## src/rtl/epp_engine_pkg.sv

```systemverilog
package epp_engine_pkg;

  typedef enum logic [1:0] {
    ST_IDLE    = 2'd0,
    ST_SETUP   = 2'd1,
    ST_STROBE  = 2'd2,
    ST_RELEASE = 2'd3
  } epp_state_e;

  localparam logic [2:0] MODE_EPP = 3'b100;

endpackage

```

## src/rtl/epp_rst_sync.sv

```systemverilog
module epp_rst_sync #(
  parameter int STAGES = 2
) (
  input  logic clk,
  input  logic arst_n,
  output logic rst_n_o
);

  logic [STAGES-1:0] sh_q;

  always_ff @(posedge clk or negedge arst_n) begin
    if (!arst_n) sh_q <= '0;
    else         sh_q <= {sh_q[STAGES-2:0], 1'b1};
  end

  assign rst_n_o = sh_q[STAGES-1];

endmodule

```

## src/rtl/epp_sync_chain.sv

```systemverilog
module epp_sync_chain #(
  parameter int STAGES = 2
) (
  input  logic clk,
  input  logic rst_n,
  input  logic d_i,
  output logic q_o
);

  logic [STAGES-1:0] stg_q;

  genvar g;
  generate
    for (g = 0; g < STAGES; g++) begin : g_stage
      if (g == 0) begin : g_first
        always_ff @(posedge clk or negedge rst_n) begin
          if (!rst_n) stg_q[g] <= 1'b0;
          else        stg_q[g] <= d_i;
        end
      end else begin : g_next
        always_ff @(posedge clk or negedge rst_n) begin
          if (!rst_n) stg_q[g] <= 1'b0;
          else        stg_q[g] <= stg_q[g-1];
        end
      end
    end
  endgenerate

  assign q_o = stg_q[STAGES-1];

endmodule

```

## src/rtl/epp_timeout_timer.sv

```systemverilog
module epp_timeout_timer #(
  parameter int unsigned LIMIT = 1250,
  localparam int CW = $clog2(LIMIT + 1)
) (
  input  logic          clk,
  input  logic          rst_n,
  input  logic          run_i,
  output logic          expire_o,
  output logic [CW-1:0] cnt_o
);

  localparam logic [CW-1:0] LAST = CW'(LIMIT - 1);

  logic [CW-1:0] cnt_q, cnt_d;

  always_comb begin
    if (!run_i)              cnt_d = '0;
    else if (cnt_q == LAST)  cnt_d = cnt_q;
    else                     cnt_d = cnt_q + 1'b1;
  end

  always_ff @(posedge clk or negedge rst_n) begin
    if (!rst_n) cnt_q <= '0;
    else        cnt_q <= cnt_d;
  end

  assign expire_o = (cnt_q == LAST);
  assign cnt_o    = cnt_q;

endmodule

```

## src/rtl/epp_cycle_fsm.sv

```systemverilog
module epp_cycle_fsm
  import epp_engine_pkg::*;
#(
  parameter int DW = 8
) (
  input  logic          clk,
  input  logic          rst_n,
  input  logic          epp_en_i,
  input  logic          req_i,
  input  logic          req_addr_i,
  input  logic          req_wr_i,
  input  logic [DW-1:0] wdata_i,
  input  logic [DW-1:0] pd_i,
  input  logic          wait_s_i,
  input  logic          expire_i,
  input  logic          tmo_clr_i,
  output logic          tmr_run_o,
  output logic          busy_o,
  output logic          done_o,
  output logic          write_n_o,
  output logic          astrb_n_o,
  output logic          dstrb_n_o,
  output logic          pd_oe_o,
  output logic [DW-1:0] pd_o,
  output logic [DW-1:0] rdata_o,
  output logic          tmo_flag_o
);

  epp_state_e    state_q, state_d;
  logic          dir_wr_q, sel_addr_q;
  logic [DW-1:0] wdata_q, rdata_q, rdata_d;
  logic          flag_q, flag_d;
  logic          start, in_wait, ack, tmo_hit, tmo_set, rd_ok;

  // next-state and datapath selection
  always_comb begin
    start   = epp_en_i && req_i && (state_q == ST_IDLE);
    in_wait = (state_q == ST_SETUP) || (state_q == ST_STROBE);
    ack     = (state_q == ST_STROBE) && wait_s_i;
    tmo_hit = in_wait && expire_i && !ack;   // a late answer wins on the expiry edge
    tmo_set = epp_en_i && tmo_hit;
    rd_ok   = epp_en_i && ack && !dir_wr_q;

    state_d = state_q;
    unique case (state_q)
      ST_IDLE:    if (start) state_d = ST_SETUP;
      ST_SETUP: begin
        if (tmo_hit)        state_d = ST_RELEASE;
        else if (!wait_s_i) state_d = ST_STROBE;
      end
      ST_STROBE:  if (ack || tmo_hit) state_d = ST_RELEASE;
      ST_RELEASE: state_d = ST_IDLE;
      default:    state_d = ST_IDLE;
    endcase
    if (!epp_en_i) state_d = ST_IDLE;

    if (tmo_set)    rdata_d = '1;
    else if (rd_ok) rdata_d = pd_i;
    else            rdata_d = rdata_q;

    if (tmo_set)        flag_d = 1'b1;
    else if (tmo_clr_i) flag_d = 1'b0;
    else                flag_d = flag_q;
  end

  always_ff @(posedge clk or negedge rst_n) begin
    if (!rst_n) begin
      state_q <= ST_IDLE;
      rdata_q <= '0;
      flag_q  <= 1'b0;
    end else begin
      state_q <= state_d;
      rdata_q <= rdata_d;
      flag_q  <= flag_d;
    end
  end

  // request capture, enabled only when a transfer starts
  always_ff @(posedge clk or negedge rst_n) begin
    if (!rst_n) begin
      dir_wr_q   <= 1'b0;
      sel_addr_q <= 1'b0;
      wdata_q    <= '0;
    end else if (start) begin
      dir_wr_q   <= req_wr_i;
      sel_addr_q <= req_addr_i;
      wdata_q    <= wdata_i;
    end
  end

  assign tmr_run_o  = epp_en_i && in_wait;
  assign busy_o     = (state_q != ST_IDLE);
  assign done_o     = (state_q == ST_RELEASE);
  assign write_n_o  = !(busy_o && dir_wr_q);
  assign pd_oe_o    = busy_o && dir_wr_q;
  assign pd_o       = wdata_q;
  assign astrb_n_o  = !((state_q == ST_STROBE) && sel_addr_q);
  assign dstrb_n_o  = !((state_q == ST_STROBE) && !sel_addr_q);
  assign rdata_o    = rdata_q;
  assign tmo_flag_o = flag_q;

endmodule

```

## src/rtl/epp_cycle_engine.sv

```systemverilog
module epp_cycle_engine
  import epp_engine_pkg::*;
#(
  parameter int CLK_MHZ     = 125,
  parameter int TMO_US      = 10,
  parameter int SYNC_STAGES = 2,
  parameter int DW          = 8
) (
  input  logic          clk,
  input  logic          rst_n,
  input  logic [2:0]    mode_i,
  input  logic          req_i,
  input  logic          req_addr_i,
  input  logic          req_wr_i,
  input  logic [DW-1:0] wdata_i,
  input  logic          tmo_clr_i,
  output logic          busy_o,
  output logic          done_o,
  output logic [DW-1:0] rdata_o,
  output logic          tmo_flag_o,
  output logic [DW-1:0] pd_o,
  output logic          pd_oe_o,
  input  logic [DW-1:0] pd_i,
  output logic          write_n_o,
  output logic          dstrb_n_o,
  output logic          astrb_n_o,
  input  logic          wait_i,
  output logic          pushpull_o
);

  localparam int unsigned TMO_CYCLES = CLK_MHZ * TMO_US;
  localparam int          TMO_CW     = $clog2(TMO_CYCLES + 1);

  logic              rst_sync_n;
  logic              epp_en;
  logic              wait_s;
  logic              tmr_run;
  logic              tmo_expire;
  logic [TMO_CW-1:0] tmo_cnt;

  assign epp_en     = (mode_i == MODE_EPP);
  assign pushpull_o = epp_en;

  epp_rst_sync #(.STAGES(2)) u_rst (
    .clk     (clk),
    .arst_n  (rst_n),
    .rst_n_o (rst_sync_n)
  );

  epp_sync_chain #(.STAGES(SYNC_STAGES)) u_wait_sync (
    .clk   (clk),
    .rst_n (rst_sync_n),
    .d_i   (wait_i),
    .q_o   (wait_s)
  );

  epp_timeout_timer #(.LIMIT(TMO_CYCLES)) u_timer (
    .clk      (clk),
    .rst_n    (rst_sync_n),
    .run_i    (tmr_run),
    .expire_o (tmo_expire),
    .cnt_o    (tmo_cnt)
  );

  epp_cycle_fsm #(.DW(DW)) u_fsm (
    .clk        (clk),
    .rst_n      (rst_sync_n),
    .epp_en_i   (epp_en),
    .req_i      (req_i),
    .req_addr_i (req_addr_i),
    .req_wr_i   (req_wr_i),
    .wdata_i    (wdata_i),
    .pd_i       (pd_i),
    .wait_s_i   (wait_s),
    .expire_i   (tmo_expire),
    .tmo_clr_i  (tmo_clr_i),
    .tmr_run_o  (tmr_run),
    .busy_o     (busy_o),
    .done_o     (done_o),
    .write_n_o  (write_n_o),
    .astrb_n_o  (astrb_n_o),
    .dstrb_n_o  (dstrb_n_o),
    .pd_oe_o    (pd_oe_o),
    .pd_o       (pd_o),
    .rdata_o    (rdata_o),
    .tmo_flag_o (tmo_flag_o)
  );

endmodule

```

## config.mk

```make
export PLATFORM = sky130hd
export DESIGN_NAME = epp_cycle_engine
export DESIGN_NICKNAME = d
export VERILOG_FILES = /design/src/rtl/epp_engine_pkg.sv /design/src/rtl/epp_rst_sync.sv /design/src/rtl/epp_sync_chain.sv /design/src/rtl/epp_timeout_timer.sv /design/src/rtl/epp_cycle_fsm.sv /design/src/rtl/epp_cycle_engine.sv
export SDC_FILE = /design/constraint.sdc
export NUM_CORES = 1
export LEC_CHECK = 0
export ABC_AREA = 1
export CAP_MARGIN = 0
export CORE_AREA = 2 2 56 85
export CTS_BUF_LIST = sky130_fd_sc_hd__clkbuf_8 sky130_fd_sc_hd__clkbuf_16
export CTS_CLUSTER_DIAMETER = 30
export DETAILED_ROUTE_END_ITERATION = 16
export DIE_AREA = 0 0 58 87
export GPL_ROUTABILITY_DRIVEN = 0
export GPL_TIMING_DRIVEN = 0
export PLACE_DENSITY = 0.74
export SYNTH_ARGS = -nofsm -noshare
export SYNTH_HDL_FRONTEND = slang
export SYNTH_SLANG_ARGS = --single-unit
```

## constraint.sdc

```tcl
create_clock -name clk -period 1.08 [get_ports clk]
set_input_delay 0.162 -clock clk [delete_from_list [all_inputs] [get_ports clk]]
set_output_delay 0.162 -clock clk [all_outputs]
set_load 0.02 [all_outputs]
```

# [Yosys cells after proc, flatten, opt, wreduce, memory -nomap -nowiden]
# Index checks and enable logic that the tools add are counted.
[totals] regBits=36 input_bits=26 output_inout_bits=24 word_cells=57
[classes] add_sub_neg=1 n_eq_ne=9 n_mux=12 n_reduce_logical=25
[op_table] operator="11-bit 2-to-1 mux" n=2
[op_table] operator="8-bit 2-to-1 mux" n=2
[op_table] operator="1-bit logical AND" n=12
[op_table] operator="11-bit by 1-bit adder with 11-bit output (second input constant)" n=1
[op_table] operator="11-bit equality test (second input constant)" n=1
[op_table] operator="2-bit 2-to-1 mux" n=5
[op_table] operator="2-bit one-hot mux with 4 select lines" n=1
[op_table] operator="1-bit logical NOT" n=6
[op_table] operator="3-bit inequality test (second input constant)" n=2
[op_table] operator="2-bit nonzero test" n=3
[op_table] operator="2-bit equality test (second input constant)" n=2
[op_table] operator="4-bit inequality test (second input constant)" n=1
[op_table] operator="3-bit equality test (second input constant)" n=1
[op_table] operator="3-bit AND reduction" n=1
[op_table] operator="2-bit by 1-bit equality test with 1-bit output (second input constant)" n=1
[op_table] operator="2-bit logical NOT" n=1
[op_table] operator="1-bit logical OR" n=2
[op_table] operator="1-bit 2-to-1 mux" n=2
[op_table] operator="2-bit inequality test (second input constant)" n=1

# [Logic depth before layout (Yosys ltp)]
# Gate-level depths: netlist of run 1.
[depth] depth_word=8 mapped_depth=11 ltp_nobuf=11

# [Cells and area by module]
# A second synthesis of run 1 with hierarchy kept.
[unflattened] hier_cells=197 hier_area_um2=1751.7
[by_module_without_submodules] module="epp_cycle_fsm" instances=1 cells_each=99 area_per_inst_um2=973.4 seq_area_each_um2=525.5
[by_module_without_submodules] module="epp_timeout_timer" instances=1 cells_each=90 area_per_inst_um2=660.6 seq_area_each_um2=275.3
[by_module_without_submodules] module="epp_rst_sync" instances=1 cells_each=3 area_per_inst_um2=53.8 seq_area_each_um2=50.0
[by_module_without_submodules] module="epp_sync_chain" instances=1 cells_each=2 area_per_inst_um2=50.0 seq_area_each_um2=50.0
[by_module_without_submodules] module="epp_cycle_engine" instances=1 cells_each=3 area_per_inst_um2=13.8 seq_area_each_um2=0.0

# [Least setup slack after synthesis of run 1]
# No wires, ideal clock.
[synth_timing] path_type="register to register" from="register u_fsm.state_q[0]" to="register u_fsm.rdata_q[1], in the netlist u_fsm.rdata_o[1]" setup_time_ns=0.129 arrival_time_ns=1.353 required_time_ns=0.951 path_slack_ns=-0.402 path_stages_with_launch=8 n_path_buf=0 synth_period_minus_slack_ns=1.482 cell_sequence="dfrtp_1 -> inv_1 -> ha_1 -> nand2_1 -> nor2_4 -> nand2_1 -> nor2_1 -> o21ai_0"
[synth_between] elab_chain_len=6 word_cells_on_any_way=12 cone_classes="eq/ne: 2; mux: 1; reduce/logical: 9"
[synth_rtl] item="start: declaration" line="epp_cycle_fsm.sv:29" rtl="epp_state_e state_q, state_d;"
[synth_rtl] item="start signal: assignment" line="epp_cycle_fsm.sv:72" rtl="state_q <= state_d;"
[synth_rtl] item="2-bit by 1-bit equality test with 1-bit output / 2-bit equality test (equally long branches)" line="epp_cycle_fsm.sv:38, epp_cycle_fsm.sv:39"
[synth_rtl] item="1-bit logical OR / 1-bit logical AND (equally long branches)" line="epp_cycle_fsm.sv:38, epp_cycle_fsm.sv:39"
[synth_rtl] item="1-bit logical AND / 1-bit logical NOT (equally long branches)" line="epp_cycle_fsm.sv:40" rtl="tmo_hit = in_wait && expire_i && !ack;"
[synth_rtl] item="1-bit logical AND" line="epp_cycle_fsm.sv:40"
[synth_rtl] item="1-bit logical AND" line="epp_cycle_fsm.sv:41" rtl="tmo_set = epp_en_i && tmo_hit;"
[synth_rtl] item="8-bit 2-to-1 mux / 2-bit nonzero test (equally long branches)"
[synth_rtl] item="end signal: assignment" line="epp_cycle_fsm.sv:73" rtl="rdata_q <= rdata_d;"
[synth_rtl] item="end: declaration" line="epp_cycle_fsm.sv:31" rtl="logic [DW-1:0] wdata_q, rdata_q, rdata_d;"
# Several ways; a longest one is shown, not always the timed one.
# A chain may end at the register's enable or synchronous reset.

# [Worst setup path after layout of run 1]
[layout_timing] from="register u_timer.cnt_q[1], in the netlist u_timer.cnt_o[1]" to="register u_fsm.state_q[1]"
[layout_between] elab_chain_len=6 word_cells_on_any_way=10 cone_classes="eq/ne: 3; mux: 3; reduce/logical: 4"
[layout_rtl] item="start: declaration" line="epp_timeout_timer.sv:14" rtl="logic [CW-1:0] cnt_q, cnt_d;"
[layout_rtl] item="start signal: assignment" line="epp_timeout_timer.sv:24" rtl="else cnt_q <= cnt_d;"
[layout_rtl] item="11-bit equality test *" line="epp_timeout_timer.sv:27" rtl="assign expire_o = (cnt_q == LAST);"
[layout_rtl] item="1-bit logical AND * (2 in a row)" line="epp_cycle_fsm.sv:40"
[layout_rtl] item="2-bit 2-to-1 mux / 1-bit logical OR (equally long branches)" line="epp_cycle_fsm.sv:48, epp_cycle_fsm.sv:51"
[layout_rtl] item="2-bit one-hot mux with 4 select lines / 3-bit inequality test (equally long branches)"
[layout_rtl] item="2-bit 2-to-1 mux / 3-bit AND reduction (equally long branches)"
# Mark *: on every way between the ends. The rest lies on a longest branch, timed or not.

==> results of run 1 <==
## area by class of cell
cell class / instances / area (µm²)
fillers: 314 / 1510
multi-input cells: 116 / 926
flip-flops and latches: 36 / 903
repair buffers: 80 / 719
inverters: 21 / 91.3
clock buffers: 5 / 68.8
well taps: 48 / 60.1
clock inverters: 3 / 42.5
plain buffers: 2 / 30.0
## what timing repair did
item,CTS,global route
setup buffers,19,12
hold buffers,0,0
setup endpoints to repair,56,39
gates resized for setup,140,33
pin swaps,13,20
cloned,1,0
## kinds of logic after synthesis
logic type	after synthesis
flops	36
compound gates	28
mux	9
simple gates	69
buf+inv	23
fa+ha+maj	7
other cells	1
xor+xnor	2
## stage by stage
stage | cells | total power [mW] | setup TNS (ps)
after CTS | 300 | 3.39 | -11370
after floorplan | 175 | 1.89 | -7390
after global placement | 272 | 2.22 | -32490
final | 311 | 3.40 | -11510
after global routing | 311 | 3.55 | -14460
after detailed placement | 272 | 2.23 | -17530
## per-layer routing
layer  global-route usage  vias to the layer above
li1                     -                      752
met4                0.101                        0
met3               0.0386                       11
met1                0.212                      762
met2                0.314                       23
met5                    0                        -
## cell usage after synthesis (2+ instances only)
| library cell | n |
|---|---|
| dfrtp_1 | 36 |
| inv_1 | 18 |
| nand2_1 | 18 |
| nor2_1 | 17 |
| a21oi_1 | 14 |
| nand3_1 | 11 |
| o21ai_0 | 9 |
| mux2_4 | 8 |
| ha_1 | 7 |
| nor3_1 | 6 |
| nand2_2 | 5 |
| nand3_2 | 4 |
| nor2_4 | 4 |
| o21ai_1 | 4 |
| inv_2 | 2 |
| nand4_1 | 2 |
## registers in the layout (all words and copies together), names as in the netlist
register / cells
u_fsm.state_q: 2
u_fsm.pd_o: 8
u_timer.cnt_o: 11
u_wait_sync.stg_q: 1
u_fsm.dir_wr_q: 1
u_fsm.tmo_flag_o: 1
u_rst.sh_q: 2
u_wait_sync.q_o: 1
u_fsm.sel_addr_q: 1
u_fsm.rdata_o: 8
## final timing paths
path / end / cells past startpoint / start / slack (ps)
min in group clk: u_wait_sync.stg_q[0] / 1 / wait_i / 300
worst max-delay path: u_fsm.state_q[1] / 11 / u_timer.cnt_o[1] / -390
worst min register to register: u_fsm.pd_o[0] / 0 / u_rst.sh_q[1] / 340
max in group asynchronous: u_fsm.state_q[1] / 0 / u_rst.sh_q[1] / 220
worst min-delay path: u_rst.sh_q[0] / 1 / rst_n / 20
worst max register to register: u_fsm.state_q[1] / 11 / u_timer.cnt_o[1] / -390
## where the power goes
group,switching [mW],internal (mW)
sequential,0.106,1.46
combinational,0.293,0.337
clock,0.524,0.683
total,0.923,2.48
## critical path: cells and delay by family (launching register included)
family,cells,cell delay [ps]
DFF,1,380
buffers and inverters,2,90
AOI/OAI and AO/OA,1,70
adders and majority gates,1,160
and+or+nand+nor,7,670
==> reports/metrics.cfg, run 1 <==
[global_route]
grt_remaining_overflow=0
antenna_found_initial=0
grt_util_all_layers=0.185
grt_pass1_vias=1551
grt_pass1_wl_um=7040
grt_max_degree=35

[sta]
slew_headroom=0.490
setup_ws_ps=-394
period_share=1.37
timing.fmax_mhz=678
final_hold_viol_count=0
tightest_slew_ps=765
finalSetupViolations=38
holdWs_ps=19.7
finalMaxSlewViolations=0
finalClockSkew_ps=11.2
fin_crit_ps=1470
rsz0062_at_grt=yes

[placement]
post-place-ws_ps=-859
dpl_cell_area_um2=2370
portBuffers=49
place_hpwl_um=2750

[logic_synthesis]
synth-adder-area-share=0.0501
ys_types=26
muxShareOfSynthArea=0.0752
synth_flop_cell=dfrtp_1
synthArstFlopShare=1.00
syn_area_per_cell_um2=9.99
synth_area_leaders=dfrtp_1, mux2_4, ha_1
syn_inst=175
yosysSeqAreaShare=0.515
synth_xor_area_frac=0.0100
yosysWarningCount=0
synth-seq-cells=36
yosys.area_share.simple=0.210
yosysTopAreaCell=dfrtp_1
synth_edf_count=0
synth_top_family_by_area=simple AND/OR/NAND/NOR gates
synthesis.area_um2=1750
synth-compound-area-share=0.0816
synth_top_cell_area_share=0.515
synth_fp_nets=208

[routing]
wl_met2_um=2640
drt_first_pass_iters=4
drtIter0Drc=21
wl_um=4610
drc=0
antenna_left=0
wl_met3_um=100
dr_total_vias=1548
met1_length_um=1750
vias_per_cell=4.98
wire_per_inst_um=14.8
maxUsedRoutingLayer=met4

[outcome]
violations=negative setup slack
status=finished, violations left

[worst_setup_path]
path_cells=inv_1 -> ha_2 -> inv_2 -> nor2_2 -> nand3_2 -> nor2_4 -> nand2_2 -> nand2_2 -> nand2_1 -> nand2_1 -> o21ai_1
slowest_stage=dfrtp_1
cp-end-kind=flip-flop
crit_fanout=5
startpoint_type=flip-flop
timing_worst_setup_path_type=flip-flop to flip-flop
worstPathArrival_ps=1660
worstPathRequired_ps=1270
cp_slowest_stage_delay_ps=380

[power]
irDropWorstVdd_v=0.00112
p_per_area_nw_per_um2=1200
power_leakage_nw=1.40

[layout]
drive_above_1_share=0.494
fin_area_um2=2840
fin_util=0.653
antennaDiodeCount=0
areaGrowthSynthToFinish_pct=62.6
final_common_cell=dfrtp_1
nets=295
final_cell_mix=dfrtp_1, clkdlybuf4s50_1, buf_6

[cts]
numCtsBuffers=5
clock-sinks=36
path_clk_slew_ps=80
tritoncts=built
clk_path_buf_depth=2
worst_skew_pair.late_latency_ps=300
cts_root_buf=clkbuf_8
htree_levels=2

[floorplanning]
die-area_um2=5050
coreArea_um2=4350
die_w_um=58
rows=30
initial_core_util=0.401
die_h_um=87
io_pins=50

[worst_hold_path]
min_path_type=input port to async pin

[job]
maxCapViolations=0

Power figures use the tool's default switching activity.
==> run 2, diff against run 1 <==
--- a/config.mk
+++ b/config.mk
@@ -7,14 +7,14 @@
 export LEC_CHECK = 0
 export ABC_AREA = 1
 export CAP_MARGIN = 0
-export CORE_AREA = 2 2 56 85
+export CORE_AREA = 2 2 57 86
 export CTS_BUF_LIST = sky130_fd_sc_hd__clkbuf_8 sky130_fd_sc_hd__clkbuf_16
 export CTS_CLUSTER_DIAMETER = 30
 export DETAILED_ROUTE_END_ITERATION = 16
-export DIE_AREA = 0 0 58 87
+export DIE_AREA = 0 0 59 88
 export GPL_ROUTABILITY_DRIVEN = 0
 export GPL_TIMING_DRIVEN = 0
-export PLACE_DENSITY = 0.74
+export PLACE_DENSITY = 0.73
 export SYNTH_ARGS = -nofsm -noshare
 export SYNTH_HDL_FRONTEND = slang
 export SYNTH_SLANG_ARGS = --single-unit
==> run 2 against run 1 <==
  * The run still ends with negative setup slack left
  * Worst hold slack better by 2.8 ps
  * Maximum frequency fell by 0.35%
  * Cell count shrank 3.2%
  * Clock skew down 6.8 ps
  * Sequential power is essentially flat
  * Combinational power decreased by 3%
  * Sequential cell count stayed put
  * Wire length grew 3.7%
  * Critical path type is now flip-flop to primary output
  * Highest routed layer unchanged
==> reports/metrics.cfg, run 2 (synthesis gave the netlist of run 1 again) <==
[job]
maxCapViolations=0

[sta]
timing.fmax_mhz=676
setup_ws_ps=-400
finalClockSkew_ps=4.32
slew_headroom=0.499
finalMaxSlewViolations=0
period_share=1.37
holdWs_ps=22.6
final_hold_viol_count=0
rsz0062_at_grt=yes
fin_crit_ps=1480
tightest_slew_ps=752
finalSetupViolations=38

[layout]
fill_cells=345
fin_util=0.636
final_cell_mix=dfrtp_1, clkdlybuf4s50_1, buf_2
fin_area_um2=2820
final_common_cell=dfrtp_1
antennaDiodeCount=0
areaGrowthSynthToFinish_pct=61.2
multi_input_area_um2=991
seq_area_um2=906
drive_above_1_share=0.530
nets=285
largest_reg_flops=11
final_cells=301

[power]
sequentialPowerShare=0.489
p_per_area_nw_per_um2=1140
power_mw=3.22
p_int_mw=2.30
p_clk_frac=0.321
power_leakage_nw=1.32
switching_share=0.284
p_switching_uw=914
pwr-share-comb=0.190
irDropWorstVdd_v=0.000635

[cts]
clock-sinks=36
cts_hold_buf=0
tritoncts=built
cts_root_buf=clkbuf_8
htree_levels=2
path_clk_slew_ps=80
worst_skew_pair.late_latency_ps=290
clk_path_buf_depth=2
numCtsBuffers=5

[worst_setup_path]
crit_path_frequent_cell=inv_2
crit_fanout=4
cp_num_buf_inv=4
startpoint_type=flip-flop
path_cells=inv_4 -> ha_4 -> inv_2 -> nand2_2 -> inv_2 -> buf_6
slowest_stage=dfrtp_2
worstPathArrival_ps=1320
cp-end-kind=primary output
cp_top_family=flip-flops
cp_slowest_stage_delay_ps=460
timing_worst_setup_path_type=flip-flop to primary output
worstPathRequired_ps=920

[routing]
antenna_left=0
drtIter0Drc=21
dr_total_vias=1548
wl_um=4780
drt_first_pass_iters=4
drc=0
wire_per_inst_um=15.9
vias_per_cell=5.14

[placement]
dpl_cell_area_um2=2370
portBuffers=49
placed_cells_incl_taps=272
place_hpwl_um=2850

[global_route]
met2_usage=0.346
use_met3=0.0266
use_met1=0.210
grt_pass1_wl_um=7290
busiest_layer=met2
grt_max_degree=35
grt_remaining_overflow=0
grt_pass1_vias=1522
antenna_found_initial=0
grt_util_all_layers=0.185

[outcome]
violations=negative setup slack
status=finished, violations left

[floorplanning]
die_w_um=59
coreArea_um2=4430
io_pins=50
die-area_um2=5190
rows=30
initial_core_util=0.395
die_h_um=88

[worst_hold_path]
min_path_type=input port to async pin

==> run 2: final cells by class <==
type / count / area share
clock buffer: 6 / 0.0293
sequential: 36 / 0.321
inverter: 21 / 0.0315
tap: 48 / 0.0213
timing repair buffer: 69 / 0.228
clock inverter: 2 / 0.00533
buffer: 2 / 0.0111
multi-input combinational: 117 / 0.352
==> run 2: through the flow <==
step	TNS (ps)	setup slack, ps
floorplan	-7390	-272
global placement	-32440	-866
detailed placement	-18610	-862
CTS	-12110	-376
global route	-15170	-483
finish	-12870	-400
==> run 2: repair_timing <==
action | 4_1_cts | 5_1_grt
gates resized for setup | 143 | 36
gates cloned | 1 | 1
buffers inserted | 15 | 4
setup endpoints to repair | 56 | 38
endpoints found under the hold margin | 0 | 0
pin swaps | 12 | 14
==> run 2: per-layer routing <==
layer | wire (µm) | share of wire
met1 | 1780 | 0.37
met2 | 2810 | 0.59
met3 | 108 | 0.023
met4 | 76 | 0.016
met5 | 0 | 0
==> run 2: final timing paths <==
path,startpoint,endpoint,slack [ps],cells past startpoint
max,u_fsm.state_q[1],pd_oe_o,-400,6
min,rst_n,u_rst.sh_q[0],20,1
max reg2reg,u_timer.cnt_o[1],u_fsm.state_q[1],-390,11
min in group clk,wait_i,u_wait_sync.stg_q[0],320,1
min reg2reg,u_rst.sh_q[1],u_fsm.pd_o[1],340,0
max in group asynchronous,u_rst.sh_q[1],u_timer.cnt_o[3],210,0
==> run 2: power groups by stage <==
stage               registers [mW]  clock network, mW  logic, mW
floorplan                     1.68                  0      0.212
global placement              1.59                  0      0.628
detailed placement            1.59                  0      0.640
CTS                           1.57               1.05      0.585
global route                  1.59               1.11      0.652
finish                        1.57               1.03      0.613
==> run 2: worst register-to-register path, stage by stage, from the launching register on <==
cell     delay (ps)
dfrtp_1         390
inv_1            60
ha_2            160
inv_2            40
nor2_2          120
nand3_2         100
nor2_4          150
nand2_2          60
nand2_2          80
nand2_1          70
nand2_1          60
o21ai_1          60
==> run 3, diff against run 2 <==
--- a/config.mk
+++ b/config.mk
@@ -7,14 +7,16 @@
 export LEC_CHECK = 0
 export ABC_AREA = 1
 export CAP_MARGIN = 0
-export CORE_AREA = 2 2 57 86
+export CORE_AREA = 2 2 58 87
 export CTS_BUF_LIST = sky130_fd_sc_hd__clkbuf_8 sky130_fd_sc_hd__clkbuf_16
 export CTS_CLUSTER_DIAMETER = 30
 export DETAILED_ROUTE_END_ITERATION = 16
-export DIE_AREA = 0 0 59 88
+export DIE_AREA = 0 0 60 89
 export GPL_ROUTABILITY_DRIVEN = 0
 export GPL_TIMING_DRIVEN = 0
-export PLACE_DENSITY = 0.73
+export PLACE_DENSITY = 0.71
+export SLEW_MARGIN = 0
 export SYNTH_ARGS = -nofsm -noshare
 export SYNTH_HDL_FRONTEND = slang
+export SYNTH_HIERARCHICAL = 1
 export SYNTH_SLANG_ARGS = --single-unit
==> constraint.sdc (replaced) <==
create_clock -name clk -period 1.08 [get_ports clk]
set_input_delay 0.216 -clock clk [delete_from_list [all_inputs] [get_ports clk]]
set_output_delay 0.216 -clock clk [all_outputs]
set_load 0.02 [all_outputs]
==> run 3 against run 2 <==
  * Sequential cell count did not move
  * Clock-buffer cell count is the same
  * The run still ends with negative setup slack left
  * Power down 4.2%
  * Wire length decreased by 0.40%
  * Largest power group unchanged
  * Critical endpoint is now write_n_o
  * Via count increased by 8.5%
  * Area after synthesis increased by 0.21%
  * Sequential share of layout area down 2.5 points
  * Clock skew fell by 2.5 ps
  * Setup slack got worse by 3.3 ps
==> reports/metrics.cfg, run 3 <==
[routing]
wl_met2_um=2760
antenna_left=0
wire_per_inst_um=13.4
vias_per_cell=4.73
drc=0
maxUsedRoutingLayer=met4
dr_total_vias=1680
wl_um=4760
drt_first_pass_iters=4
met1_length_um=1770
drtIter0Drc=51
wl_met3_um=151

[layout]
seq_area_um2=910
areaGrowthSynthToFinish_pct=75.4
drive_above_1_share=0.519
antennaDiodeCount=0
final_cells=355
nets=322
fill_cells=323
multi_input_area_um2=1060
final_cell_mix=nand2_1, dfrtp_1, buf_4
largest_reg_flops=11

[logic_synthesis]
synth_flop_cell=dfrtp_1
synth_area_leaders=dfrtp_1, nand2_1, nand3_1
synth_fp_nets=229
yosysTopAreaCell=dfrtp_1
ys_types=19
yosys.cell_count.top_type=nand2_1
syn_area_per_cell_um2=8.89
synthesis.area_um2=1750
yosysWarningCount=6
synth-seq-cells=36
synth_common_cells=nand2_1, dfrtp_1, nor2_1, inv_1, nand3_1
synthArstFlopShare=1.00
synth_edf_count=0
synth_top_cell_area_share=0.514
syn_inst=197
yosysSeqAreaShare=0.514

[worst_setup_path]
timing_worst_setup_path_type=flip-flop to primary output
slowest_stage=dfrtp_1
reg2reg_from=u_fsm/state_q[0]
crit_path_end=write_n_o
rr_worst_depth=6
crit_path_start=u_fsm/state_q[0]
cp_slowest_stage_delay_ps=370
worstPathArrival_ps=1270
worstReg2RegEnd=u_fsm/pd_o[1]
crit_path_frequent_cell=buf_6
cp.depth=6
crit_fanout=3
path_cells=inv_2 -> ha_4 -> inv_6 -> nand2_8 -> buf_6 -> buf_6
worstPathRequired_ps=860
cp_num_buf_inv=4
startpoint_type=flip-flop
cp-end-kind=primary output
cp_top_family=buffers and inverters
r2r_slack_ps=-350

[cts]
path_clk_slew_ps=70
clk_path_buf_depth=2
cts_root_buf=clkbuf_8
worst_skew_pair.late_latency_ps=280
numCtsBuffers=5
htree_levels=2
clock-sinks=36
tritoncts=built

[worst_hold_path]
min_path_type=input port to async pin

[floorplanning]
io_pins=50
die_w_um=60
initial_core_util=0.386
coreArea_um2=4540
rows=30
die-area_um2=5340
die_h_um=89

[global_route]
grt_remaining_overflow=0
grt_max_degree=35
antenna_found_initial=0
grt_util_all_layers=0.185
grt_pass1_vias=1647
grt_pass1_wl_um=7390

[sta]
finalMaxSlewViolations=0
slew_headroom=0.496
period_share=1.37
holdWs_ps=85.6
setup_ws_ps=-403
finalSetupViolations=38
rsz0062_at_grt=yes
timing.fmax_mhz=674
fin_crit_ps=1480
tightest_slew_ps=756
finalClockSkew_ps=1.78
final_hold_viol_count=0

[placement]
placed_cells_incl_taps=310
portBuffers=49
place_hpwl_um=2720

[job]
maxCapViolations=0

[outcome]
status=finished, violations left
violations=negative setup slack

[power]
irDropWorstVdd_v=0.000742
p_per_area_nw_per_um2=1000
power_leakage_nw=1.40

## run 3: cell count changes after synthesis, moves of 2 or more
cell and delta:
o21ai_1 -4, mux2_2 +8, nand2_2 -5, xor2_1 +3, inv_1 +6, nand3_1 +12, nor2_1 +8, nor3_1 -6
nand4_1 -2, nand2_1 +22, mux2_4 -8, a21oi_1 -5, inv_2 -2, nand3_2 -2
## run 3: kinds of logic (layout without fill, tap and decap cells)
family,count (synthesis),count (layout),synth area share
xor gates and xnor gates,5,5,0.0250
DFF,36,36,0.514
AOI/OAI and AO/OA,18,18,0.0514
muxes,9,9,0.0579
buffers and inverters,27,121,0.0629
adders and majority gates,6,6,0.0429
and+or+nand+nor,95,95,0.244
other,1,1,0.00214
## run 3: layout make-up
class / instances / area share
buffer: 3 / 0.00977
tap: 64 / 0.0261
clock buffer: 6 / 0.0269
multi-input combinational: 134 / 0.344
inverter: 24 / 0.0350
sequential: 36 / 0.296
clock inverter: 2 / 0.00244
timing repair buffer: 86 / 0.260
## run 3: stage by stage
step           instance area (µm²)  setup TNS (ps)  total power, mW   util  setup WS [ps]
2_1_floorplan                 1840           -6900             1.85      -           -260
3_3_place_gp                  2410          -36690             2.16  0.532           -772
3_5_place_dp                  2410          -37890             2.17  0.532           -798
4_1_cts                       2890           -9890             3.09  0.636           -410
5_1_grt                       3070          -12640             3.23  0.677           -453
6_report                      3070          -10350             3.08  0.677           -403
## run 3: how the worst min path moves through the flow
| stage | end | slack (ps) | cells past startpoint |
|---|---|---|---|
| final | u_rst/sh_q[0] | 90 | 1 |
| after global routing | u_rst/sh_q[0] | 80 | 1 |
| after CTS | u_rst/sh_q[0] | 80 | 1 |
| after detailed placement | u_rst/sh_q[1] | 340 | 0 |
| after global placement | u_rst/sh_q[1] | 340 | 0 |
| after floorplan | u_rst/sh_q[0] | -80 | 0 |
## run 3: layer usage
metal  GRT usage  vias up
met5           0        -
met4      0.0788        0
met3      0.0376        8
met2       0.345       38
met1       0.196      823
li1            -      811
## run 3: worst register-to-register path, cell delays in order, from the launching register on
cell and delay, ps:
dfrtp_1 370, inv_2 80, ha_4 180, buf_4 150
nand3_4 80, buf_6 130, mux2_2 330
## run 3: power by group
group          internal, mW  total (mW)  switching, mW  leakage, nW
logic                 0.297       0.582          0.285        0.886
clock network         0.500       0.942          0.441       0.0538
registers              1.46        1.56         0.0997        0.461
total                  2.26        3.08          0.826         1.40
## run 3: what timing repair did
action / CTS / global route
setup endpoints to repair: 90 / 43
hold endpoints to repair: 0 / 0
resized for setup: 167 / 45
pin swaps: 19 / 16
hold buffers: 0 / 0
setup buffers: 26 / 11
gates cloned: 3 / 0
